$ cat src/rtl/i2cs_pkg.sv
package i2cs_pkg;

  localparam int BYTE_W = 8;

  typedef enum logic [3:0] {
    ST_IDLE,
    ST_ADDR,
    ST_ADDR_ACK,
    ST_WR_BITS,
    ST_WR_ACK,
    ST_WR_HOLD,
    ST_RD_WAIT,
    ST_RD_BITS,
    ST_RD_ACK,
    ST_RD_ACKED,
    ST_IGNORE
  } ctrlState_e;

  // strobes from control to datapath
  typedef struct packed {
    logic clrCnt;
    logic shiftIn;
    logic shiftOut;
    logic loadTx;
    logic capRx;
  } dpStrobe_t;

endpackage

$ cat src/rtl/i2cs_datapath.sv
module i2cs_datapath
  import i2cs_pkg::*;
#(
  parameter int               SYNC_STAGES = 2,
  parameter logic [BYTE_W-2:0] OWN_ADDR   = 7'h53
) (
  input  logic              clk,
  input  logic              rstN,
  input  logic              sclIn,
  input  logic              sdaIn,
  input  dpStrobe_t         strobe,
  input  logic [BYTE_W-1:0] txData,
  input  logic              rxReady,
  output logic              sclS,
  output logic              sdaS,
  output logic              sclRise,
  output logic              sclFall,
  output logic              startDet,
  output logic              stopDet,
  output logic              cntFull,
  output logic              addrMatch,
  output logic              rwBit,
  output logic              txBit,
  output logic              rxPend,
  output logic [BYTE_W-1:0] rxData
);

  localparam int CNT_W = $clog2(BYTE_W + 1);

  logic [SYNC_STAGES-1:0] sclSync, sdaSync;
  logic                   sclP, sdaP;
  logic [BYTE_W-1:0]      shReg, rxHold;
  logic [CNT_W-1:0]       bitCnt;

  // line synchronizers, idle level high
  always_ff @(posedge clk or negedge rstN) begin
    if (!rstN) begin
      sclSync <= '1;
      sdaSync <= '1;
      sclP    <= 1'b1;
      sdaP    <= 1'b1;
    end else begin
      sclSync <= {sclSync[SYNC_STAGES-2:0], sclIn};
      sdaSync <= {sdaSync[SYNC_STAGES-2:0], sdaIn};
      sclP    <= sclS;
      sdaP    <= sdaS;
    end
  end

  assign sclS     = sclSync[SYNC_STAGES-1];
  assign sdaS     = sdaSync[SYNC_STAGES-1];
  assign sclRise  = sclS & ~sclP;
  assign sclFall  = ~sclS & sclP;
  assign startDet = sclS & sclP & sdaP & ~sdaS;
  assign stopDet  = sclS & sclP & ~sdaP & sdaS;

  always_ff @(posedge clk or negedge rstN) begin
    if (!rstN) begin
      bitCnt <= '0;
      shReg  <= '0;
      rxHold <= '0;
      rxPend <= 1'b0;
    end else begin
      if (strobe.clrCnt)                         bitCnt <= '0;
      else if (strobe.shiftIn | strobe.shiftOut) bitCnt <= bitCnt + 1'b1;

      if (strobe.loadTx)        shReg <= txData;
      else if (strobe.shiftIn)  shReg <= {shReg[BYTE_W-2:0], sdaS};
      else if (strobe.shiftOut) shReg <= {shReg[BYTE_W-2:0], 1'b0};

      if (strobe.capRx) begin
        rxHold <= shReg;
        rxPend <= 1'b1;
      end else if (rxPend && rxReady) begin
        rxPend <= 1'b0;
      end
    end
  end

  assign cntFull   = (bitCnt == CNT_W'(BYTE_W));
  assign addrMatch = (shReg[BYTE_W-1:1] == OWN_ADDR);
  assign rwBit     = shReg[0];
  assign txBit     = shReg[BYTE_W-1];
  assign rxData    = rxHold;

  assert_rx_hold_R4: assert property (@(posedge clk) disable iff (!rstN)
    (rxPend && !rxReady) |=> (rxPend && $stable(rxData)));

  assert_no_overrun_R5: assert property (@(posedge clk) disable iff (!rstN)
    strobe.capRx |-> !rxPend);

endmodule

$ cat src/rtl/i2cs_ctrl.sv
module i2cs_ctrl
  import i2cs_pkg::*;
(
  input  logic      clk,
  input  logic      rstN,
  input  logic      sclS,
  input  logic      sdaS,
  input  logic      sclRise,
  input  logic      sclFall,
  input  logic      startDet,
  input  logic      stopDet,
  input  logic      cntFull,
  input  logic      addrMatch,
  input  logic      rwBit,
  input  logic      txBit,
  input  logic      rxPend,
  input  logic      rxReady,
  input  logic      txValid,
  output dpStrobe_t strobe,
  output logic      sclPullLow,
  output logic      sdaPullLow,
  output logic      txReady
);

  ctrlState_e st, nxt;

  always_ff @(posedge clk or negedge rstN) begin
    if (!rstN) st <= ST_IDLE;
    else       st <= nxt;
  end

  always_comb begin
    nxt    = st;
    strobe = '0;
    if (startDet) begin
      nxt           = ST_ADDR;
      strobe.clrCnt = 1'b1;
    end else if (stopDet) begin
      nxt = ST_IDLE;
    end else begin
      unique case (st)
        ST_ADDR: begin
          if (sclRise && !cntFull) strobe.shiftIn = 1'b1;
          else if (sclFall && cntFull) nxt = addrMatch ? ST_ADDR_ACK : ST_IGNORE;
        end
        ST_ADDR_ACK: if (sclFall) begin
          strobe.clrCnt = 1'b1;
          nxt           = rwBit ? ST_RD_WAIT : ST_WR_BITS;
        end
        ST_WR_BITS: begin
          if (sclRise && !cntFull) strobe.shiftIn = 1'b1;
          else if (sclFall && cntFull) begin
            strobe.capRx = 1'b1;
            nxt          = ST_WR_ACK;
          end
        end
        ST_WR_ACK: if (sclFall) begin
          strobe.clrCnt = 1'b1;
          nxt           = (rxPend && !rxReady) ? ST_WR_HOLD : ST_WR_BITS;
        end
        ST_WR_HOLD: if (!rxPend) nxt = ST_WR_BITS;
        ST_RD_WAIT: if (txValid) begin
          strobe.loadTx = 1'b1;
          strobe.clrCnt = 1'b1;
          nxt           = ST_RD_BITS;
        end
        ST_RD_BITS: begin
          if (cntFull) nxt = ST_RD_ACK;
          else if (sclFall) strobe.shiftOut = 1'b1;
        end
        ST_RD_ACK:   if (sclRise) nxt = sdaS ? ST_IGNORE : ST_RD_ACKED;
        ST_RD_ACKED: if (sclFall) nxt = ST_RD_WAIT;
        default: ;
      endcase
    end
  end

  assign sdaPullLow = (st == ST_ADDR_ACK) || (st == ST_WR_ACK) ||
                      ((st == ST_RD_BITS) && !txBit && !cntFull);
  assign sclPullLow = (st == ST_WR_HOLD) || (st == ST_RD_WAIT);
  assign txReady    = (st == ST_RD_WAIT);

  assert_sda_moves_scl_low_R2: assert property (@(posedge clk) disable iff (!rstN)
    !$stable(sdaPullLow) |-> !$past(sclS));

  assert_stretch_starts_low_R5: assert property (@(posedge clk) disable iff (!rstN)
    $rose(sclPullLow) |-> !$past(sclS));

  assert_mismatch_quiet_R6: assert property (@(posedge clk) disable iff (!rstN)
    (st == ST_ADDR && sclFall && cntFull && !addrMatch && !startDet && !stopDet)
      |=> (!sdaPullLow && !sclPullLow));

  assert_nack_release_R8: assert property (@(posedge clk) disable iff (!rstN)
    (st == ST_RD_ACK && sclRise && sdaS && !startDet && !stopDet)
      |=> (!sdaPullLow && !txReady));

endmodule

$ cat src/rtl/i2c_stretch_slave.sv
module i2c_stretch_slave
  import i2cs_pkg::*;
#(
  parameter int               SYNC_STAGES = 2,
  parameter logic [BYTE_W-2:0] OWN_ADDR   = 7'h53
) (
  input  logic              clk,
  input  logic              rstN,
  input  logic              sclIn,
  input  logic              sdaIn,
  output logic              sclPullLow,
  output logic              sdaPullLow,
  output logic [BYTE_W-1:0] rxData,
  output logic              rxValid,
  input  logic              rxReady,
  input  logic [BYTE_W-1:0] txData,
  input  logic              txValid,
  output logic              txReady
);

  dpStrobe_t strobe;
  logic sclS, sdaS, sclRise, sclFall, startDet, stopDet;
  logic cntFull, addrMatch, rwBit, txBit, rxPend;

  i2cs_datapath #(.SYNC_STAGES(SYNC_STAGES), .OWN_ADDR(OWN_ADDR)) u_dp (
    .clk, .rstN, .sclIn, .sdaIn, .strobe, .txData, .rxReady,
    .sclS, .sdaS, .sclRise, .sclFall, .startDet, .stopDet,
    .cntFull, .addrMatch, .rwBit, .txBit, .rxPend, .rxData
  );

  i2cs_ctrl u_ctrl (
    .clk, .rstN, .sclS, .sdaS, .sclRise, .sclFall, .startDet, .stopDet,
    .cntFull, .addrMatch, .rwBit, .txBit, .rxPend, .rxReady, .txValid,
    .strobe, .sclPullLow, .sdaPullLow, .txReady
  );

  assign rxValid = rxPend;

endmodule

$ cat config.mk
export PLATFORM = sky130hd
export DESIGN_NAME = i2c_stretch_slave
export DESIGN_NICKNAME = d
export VERILOG_FILES = /design/src/rtl/i2cs_pkg.sv /design/src/rtl/i2cs_datapath.sv /design/src/rtl/i2cs_ctrl.sv /design/src/rtl/i2c_stretch_slave.sv
export SDC_FILE = /design/constraint.sdc
export NUM_CORES = 1
export LEC_CHECK = 0
export BUFFER_PORTS_ARGS = -buffer_cell sky130_fd_sc_hd__buf_2
export CORE_MARGIN = 2
export CORE_UTILIZATION = 30
export CTS_CLUSTER_DIAMETER = 150
export DETAILED_ROUTE_END_ITERATION = 6
export PLACE_DENSITY_LB_ADDON = 0.25
export SLEW_MARGIN = 20
export SYNTH_ARGS = -nofsm -noshare
export SYNTH_HDL_FRONTEND = slang
export SYNTH_HIERARCHICAL = 1
export SYNTH_SLANG_ARGS = --single-unit
$ cat constraint.sdc
create_clock -name clk -period 4.93 [get_ports clk]
set_input_delay 0 -clock clk [delete_from_list [all_inputs] [get_ports clk]]
set_output_delay 0 -clock clk [all_outputs]
set_load 0.02 [all_outputs]
==> out/summary.txt, run 1 <==
ys flop type: dfrtp_1
Worst Clk Skew: 0.00310 ns
leakage: 0.957 nW
r2r setup slk: 2.15 ns
Slew headroom: 33.7%
dpl hpwl: 2570 um
post-CTS sizing: 0
endpoints failing hold: 0
Setup TNS: 0 ns
FF+latch area: 783 sq um
GPL Wtd Cong: 0.798
FF-to-FF path depth: 6
cell area after layout: 2100 sq um
max-slew violations: 0
Cell variety after synth: 47
core footprint: 5540 sq um
# DRC: 0
antenna violations before repair: 0
EDFF count, synth: 0
Final WS setup: 2.15 ns
type of the worst setup path: flip-flop to flip-flop
Slew @ Worst Pin: 0.990 ns
multi-input logic area: 858 sq um
Worst Path Required: 5.13 ns
global-route wire length before repair: 6440 um
Post-DRT Antenna Nets: 0
final-report setup violation count: 0
total CTS buffers: 5
Starting Density: 31.3%
crit path DAT: 2.98 ns
number of core rows: 27
PwrDens: 448 nW/um^2
I/O Buffers: 25
Worst path depth: 6
Worst-path clk slew: 0.06 ns
sequential share of the synthesized area: 45.2%
Tmin final: 2.78 ns
fraction of registers with async set/reset: 100%
MaxCap Viol Count: 0
worst-path cell with the longest stage delay: dfrtp_1
power consumption: 938 uW
reg2reg start: u_ctrl/st[0]$_DFFE_PN0P_
Die W: 80.0 um
pin count of the biggest net entering global routing: 32
Vias: 1393
GRT met1 Usage: 18.9%
via/cell ratio: 4.98
Crit Path Max Fanout: 21
Critical path origin: u_ctrl/st[0]$_DFFE_PN0P_
Synth Register Bits: 31
Synth Instances: 173
post-DR wirelength/cell: 13.3 um
VDD IR-drop max: 0.159 mV
die height: 80.0 um
CP endpoint kind: flip-flop
vias in the first global route: 1315
CTS tree: yes
CTS H-tree lvls: 2
CP delay by family, top: simple AND/OR/NAND/NOR gates
worst reg2reg path endpoint: u_dp/bitCnt[3]$_DFFE_PN0P_
Clock Latency Late Sink: 0.28 ns
Ports: 26
clk sinks: 31
global route hottest layer: met1
Fillers: 565
Final period util: 56.4%
pre-CTS setup slack: 2.19 ns
n_diodes: 0
DRT iter0 DRCs: 59
Syn. warnings: 6
CP bufs+invs: 0
Post-Syn Area: 1730 sq um
Mapped Nets: 189
GRT Total Usage: 12.9%
Global Route met2 Usage: 18.8%
outcome: finished, final reports clean
fin nets: 223
CP Capture Point: u_dp/bitCnt[3]$_DFFE_PN0P_
Clock Tree Root: clkbuf_8
postcts setup bufs: 0
Clock Tree Buf Depth: 2
slowest stage delay, CP: 0.71 ns
WL final: 3730 um
RSZ-0062 raised after global routing: no
layout cells sized above 1: 23.6%
Startpoint Class: flip-flop
Achievable Freq: 0.359 GHz
P&R area growth vs syn: 21.0%
syn avg cell area: 10.0 sq um
GRT overflow: 0
placed inst area: 1890 sq um
Hold Path Class: input pin to async pin
die area: 6400 sq um
worst-path cell chain: nand2b_1 > nor3_1 > nor4bb_1 > nor2_1 > or3_1 > a21oi_1
met3 Usage GRT: 3.05%
drt first pass iters: 4
-- cells in the mapped netlist, types with 3 or more instances --
library cell,instances,share of area [%]
nor2_1,9,2.0
nor3_1,3,0.87
a22o_1,3,1.5
o21ai_0,7,2.0
nor2b_1,5,1.8
buf_2,3,0.87
nor3b_1,5,2.2
dfstp_2,6,9.1
inv_1,8,1.7
mux2i_1,9,5.2
a21o_1,4,1.7
nand3_1,4,1.2
nor4bb_1,3,1.7
clkbuf_1,5,1.1
nand2_1,12,2.6
a21oi_1,8,2.3
o21ai_1,7,2.0
nand2b_1,4,1.4
dfrtp_1,25,36
mux2_2,9,5.9
-- registers in the layout (all words and copies together) (netlist names) --
name          count
u_dp/sdaSync      2
u_ctrl/st         4
u_dp/rxData       8
u_dp/bitCnt       4
u_dp/rxPend       1
u_dp/shReg        8
u_dp/sclP         1
u_dp/sclSync      2
u_dp/sdaP         1
-- per-stage QoR --
stage / instances / utilization [%] / hold slack (ns)
detailed placement: 260 / 34.2 / 0.0957
CTS: 280 / 37.8 / 0.342
global placement: 260 / 34.2 / 0.0932
finish: 280 / 37.8 / 0.323
global route: 280 / 37.8 / 0.358
floorplan: 173 / - / -0.296
-- worst reg2reg max path, stage by stage, from the launching register on --
cell and delay (ns):
dfrtp_1 0.71, nand2b_1 0.19, nor3_1 0.24, nor4bb_1 0.57, nor2_1 0.42, or3_1 0.44
a21oi_1 0.14
-- kinds of logic after synthesis --
group           Yosys count  share of synthesized area, %
simple gates             58                          19.7
flops                    31                          45.2
buf+inv                  19                          5.20
xor+xnor                  3                          1.52
compound gates           42                          15.8
mux                      18                          11.1
fa+ha+maj                 2                          1.44
-- cell type report --
| cell class | instances | share of cell area (%) |
|---|---|---|
| multi-input cells | 123 | 41.0 |
| flip-flops and latches | 31 | 37.4 |
| repair buffers | 38 | 12.1 |
| well taps | 72 | 4.30 |
| clock buffers | 7 | 3.64 |
| inverters | 8 | 1.43 |
| clock inverters | 1 | 0.239 |
-- metal layers --
metal / vias up / part of all wire (%)
met5: - / 0
met4: 0 / 1.4
met3: 6 / 5.3
met1: 649 / 51
li1: 698 / -
met2: 40 / 43
-- timing repair --
action	CTS	global route
hold endpoints to repair	36	0
hold buffers	12	0
setup endpoints to repair	0	0
-- placed cells by master (no fill, tap or decap), drive strengths merged, types with 2 or more instances in the layout --
cell / instances
buf: 26
dfrtp: 25
o21ai: 14
dlygate4sd3: 12
nand2: 12
nor2: 9
mux2i: 9
mux2: 9
inv: 8
a21oi: 8
clkbuf: 7
dfstp: 6
nor3b: 5
nor2b: 5
nand2b: 4
nand3: 4
a21o: 4
nor3: 3
nor4bb: 3
a22o: 3
or3: 2
nor4: 2
nand3b: 2
o31ai: 2
xor2: 2
ha: 2
or4b: 2
-- power by group --
part           total [mW]  leakage [nW]  switching (mW)  internal (mW)
registers           0.429         0.381           0.117          0.313
logic               0.323         0.534           0.153          0.170
clock network       0.186        0.0422          0.0875         0.0988
-- worst min-delay path by stage --
stage                                    from                          to  cells past startpoint
floorplan                                rstN    u_ctrl/st[0]$_DFFE_PN0P_                      0
global placement                         rstN  u_dp/rxData[0]$_DFFE_PN0P_                      1
detailed placement                       rstN  u_dp/rxData[0]$_DFFE_PN0P_                      1
CTS                                      rstN  u_dp/rxData[2]$_DFFE_PN0P_                      2
global route        u_dp/sdaSync[0]$_DFF_PN1_   u_dp/sdaSync[1]$_DFF_PN1_                      0
finish                                   rstN  u_dp/rxData[0]$_DFFE_PN0P_                      2
(Power assumes the default switching activity.)
==> run 2, diff against run 1 <==
==> constraint.sdc (replaced) <==
create_clock -name clk -period 2.45 [get_ports clk]
set_input_delay 0 -clock clk [delete_from_list [all_inputs] [get_ports clk]]
set_output_delay 0 -clock clk [all_outputs]
set_load 0.02 [all_outputs]
==> out/summary.txt, run 2 (synthesized netlist as in run 1, its figures left out) <==
worst-path cell with the longest stage delay: dfstp_2
slowest stage delay, CP: 0.55 ns (-0.16 ns)
cell area after layout: 2180 sq um (+3.9%)
FF-to-FF path depth: 9 (+3)
Starting Density: 31.3% (unchanged)
core footprint: 5540 sq um (unchanged)
WL final: 3930 um (+5.4%)
Worst Path Required: 2.58 ns (-2.55 ns)
CP delay by family, top: simple AND/OR/NAND/NOR gates
MaxCap Viol Count: 0 (unchanged)
Achievable Freq: 0.450 GHz (+25%)
via/cell ratio: 4.96 (-0.27%)
placed inst area: 1960 sq um (+3.6%)
worst reg2reg path endpoint: u_dp/shReg[2]$_DFFE_PN0P_
Seq pwr share: 39.9% (-5.8 points)
postcts setup bufs: 0 (unchanged)
most frequent cells in the layout: 25 x buf_2, 25 x dfrtp_1, 12 x nand2_1
wl on met1: 1840 um (-2.3%)
DRT iter0 DRCs: 79 (+34%)
max-slew violations: 0 (unchanged)
GPL Wtd Cong: 0.828 (+3.7%)
Worst path depth: 9 (+3)
# DRC: 0 (unchanged)
dpl hpwl: 2790 um (+8.7%)
Slew @ Worst Pin: 0.837 ns (-0.153 ns)
pin count of the biggest net entering global routing: 32 (unchanged)
GRT Total Usage: 13.3% (+0.37 points)
Switching Fraction: 36.7% (-1.3 points)
worst-path cell chain: nand2_1 > nor3b_1 > nor3_1 > nand3_1 > nor3_2 > nor2_1 > buf_4 > mux2i_1 > o21ai_1
endpoints failing hold: 0 (unchanged)
CP endpoint kind: flip-flop
top layer in use: met4
Final period util: 90.8% (+34 points)
P&R area growth vs syn: 25.7%
drt first pass iters: 4 (unchanged)
die height: 80.0 um (unchanged)
r2r setup slk: 0.23 ns (-1.92 ns)
clock network power share: 22.1% (+2.3 points)
Gate power share: 38.0% (+3.6 points)
I/O Buffers: 25 (unchanged)
total CTS buffers: 5 (unchanged)
DR WL met3: 178 um (-10%)
power consumption: 1.99 mW (+110%)
Crit Path Max Fanout: 11 (-48%)
outcome: finished, final reports clean
GRT overflow: 0 (unchanged)
Clock Latency Late Sink: 0.28 ns (about the same)
crit path DAT: 2.35 ns (-0.63 ns)
clk sinks: 31 (unchanged)
Vias: 1429 (+2.6%)
VDD IR-drop max: 0.392 mV (+150%)
Psw: 733 uW (+110%)
Pint: 1.26 mW (+120%)
Clock Tree Buf Depth: 2 (unchanged)
CP Capture Point: u_dp/shReg[2]$_DFFE_PN0P_
Hold Path Class: input pin to flip-flop
CTS H-tree lvls: 2 (unchanged)
Setup TNS: 0 ns (unchanged)
CP bufs+invs: 1 (+1)
layout cells sized above 1: 27.8% (+4.2 points)
Tmin final: 2.22 ns (-0.558 ns)
vias in the first global route: 1371 (+4.3%)
Ports: 26 (unchanged)
antenna violations before repair: 0 (unchanged)
CTS tree: yes
global-route wire length before repair: 6470 um (+0.43%)
die area: 6400 sq um (unchanged)
n_diodes: 0 (unchanged)
final-report setup violation count: 0 (unchanged)
RSZ-0062 raised after global routing: no
Post-DRT Antenna Nets: 0 (unchanged)
Worst Clk Skew: 0.00673 ns (+0.00363 ns)
Startpoint Class: flip-flop
Slew headroom: 43.3% (+9.6 points)
Critical path origin: u_dp/sclSync[1]$_DFF_PN1_
leakage: 1.01 nW (+5.5%)
reg2reg start: u_dp/sclSync[1]$_DFF_PN1_
number of core rows: 27 (unchanged)
PwrDens: 916 nW/um^2 (+100%)
fin nets: 231 (+3.6%)
Worst-path clk slew: 0.07 ns (about the same)
Clock Tree Root: clkbuf_8
Die W: 80.0 um (unchanged)
type of the worst setup path: flip-flop to flip-flop
post-DR wirelength/cell: 13.6 um (+2.5%)
Met2 Routed Length: 1860 um (+17%)
worst hold path depth: 3
## run 2: changes by cell type in the layout (fill, tap and decap cells not counted), sizes merged
cell         before  now
buf              26   35
clkinv            1    0
dlygate4sd3      12   11
clkbuf            7    8
## run 2: layout make-up
type / instances / area (sq um)
sequential: 31 / 783
timing repair buffer: 46 / 310
multi-input combinational: 123 / 863
fill: 570 / 3360
clock buffer: 8 / 100
tap: 72 / 90.1
inverter: 8 / 30.0
## run 2: per-stage QoR
stage / util [%] / worst slack (ns) / hold slack, ns / std cells
CTS: 39.2 / 0.177 / 0.000259 / 288
global placement: 35.4 / 0.239 / 0.105 / 269
global route: 39.3 / 0.0434 / 0.0207 / 288
detailed placement: 35.4 / 0.205 / 0.103 / 269
floorplan: - / 0.451 / -0.296 / 173
finish: 39.3 / 0.226 / 0.00921 / 288
## run 2: metal layers
metal | global-route usage [%] | vias up
met5 | 0 | -
met4 | 4.92 | 0
met3 | 3.51 | 6
met2 | 20.8 | 38
met1 | 17.6 | 677
li1 | - | 708
## run 2: how the worst min path moves through the flow
stage,from,end,slack [ns]
after floorplan,rstN,u_ctrl/st[0]$_DFFE_PN0P_,-0.30
after global placement,rstN,u_dp/bitCnt[2]$_DFFE_PN0P_,0.10
after detailed placement,rstN,u_dp/shReg[0]$_DFFE_PN0P_,0.10
after CTS,rxReady,u_dp/rxPend$_DFFE_PN0P_,0.0003
after global routing,rxReady,u_dp/rxPend$_DFFE_PN0P_,0.02
final,rxReady,u_dp/rxPend$_DFFE_PN0P_,0.009
## run 2: worst reg2reg max path, stage by stage, from the launching register on
cell     delay (ns)
dfstp_2        0.55
nand2_1        0.08
nor3b_1        0.48
nor3_1         0.15
nand3_1        0.15
nor3_2         0.08
nor2_1         0.10
buf_4          0.21
mux2i_1        0.20
o21ai_1        0.08
## run 2: power by group through the flow
stage | Clock, mW | Combinational, mW | Sequential (mW)
2_1_floorplan | 0 | 0.653 | 0.707
3_3_place_gp | 0 | 0.744 | 0.804
3_5_place_dp | 0 | 0.741 | 0.806
4_1_cts | 0.460 | 0.757 | 0.797
5_1_grt | 0.491 | 0.852 | 0.820
6_report | 0.440 | 0.758 | 0.796
## run 2: what timing repair did
item                       CTS  global route
hold endpoints to repair    35             0
hold buffers                11             0
gates resized for setup      0             1
setup endpoints to repair    0             1
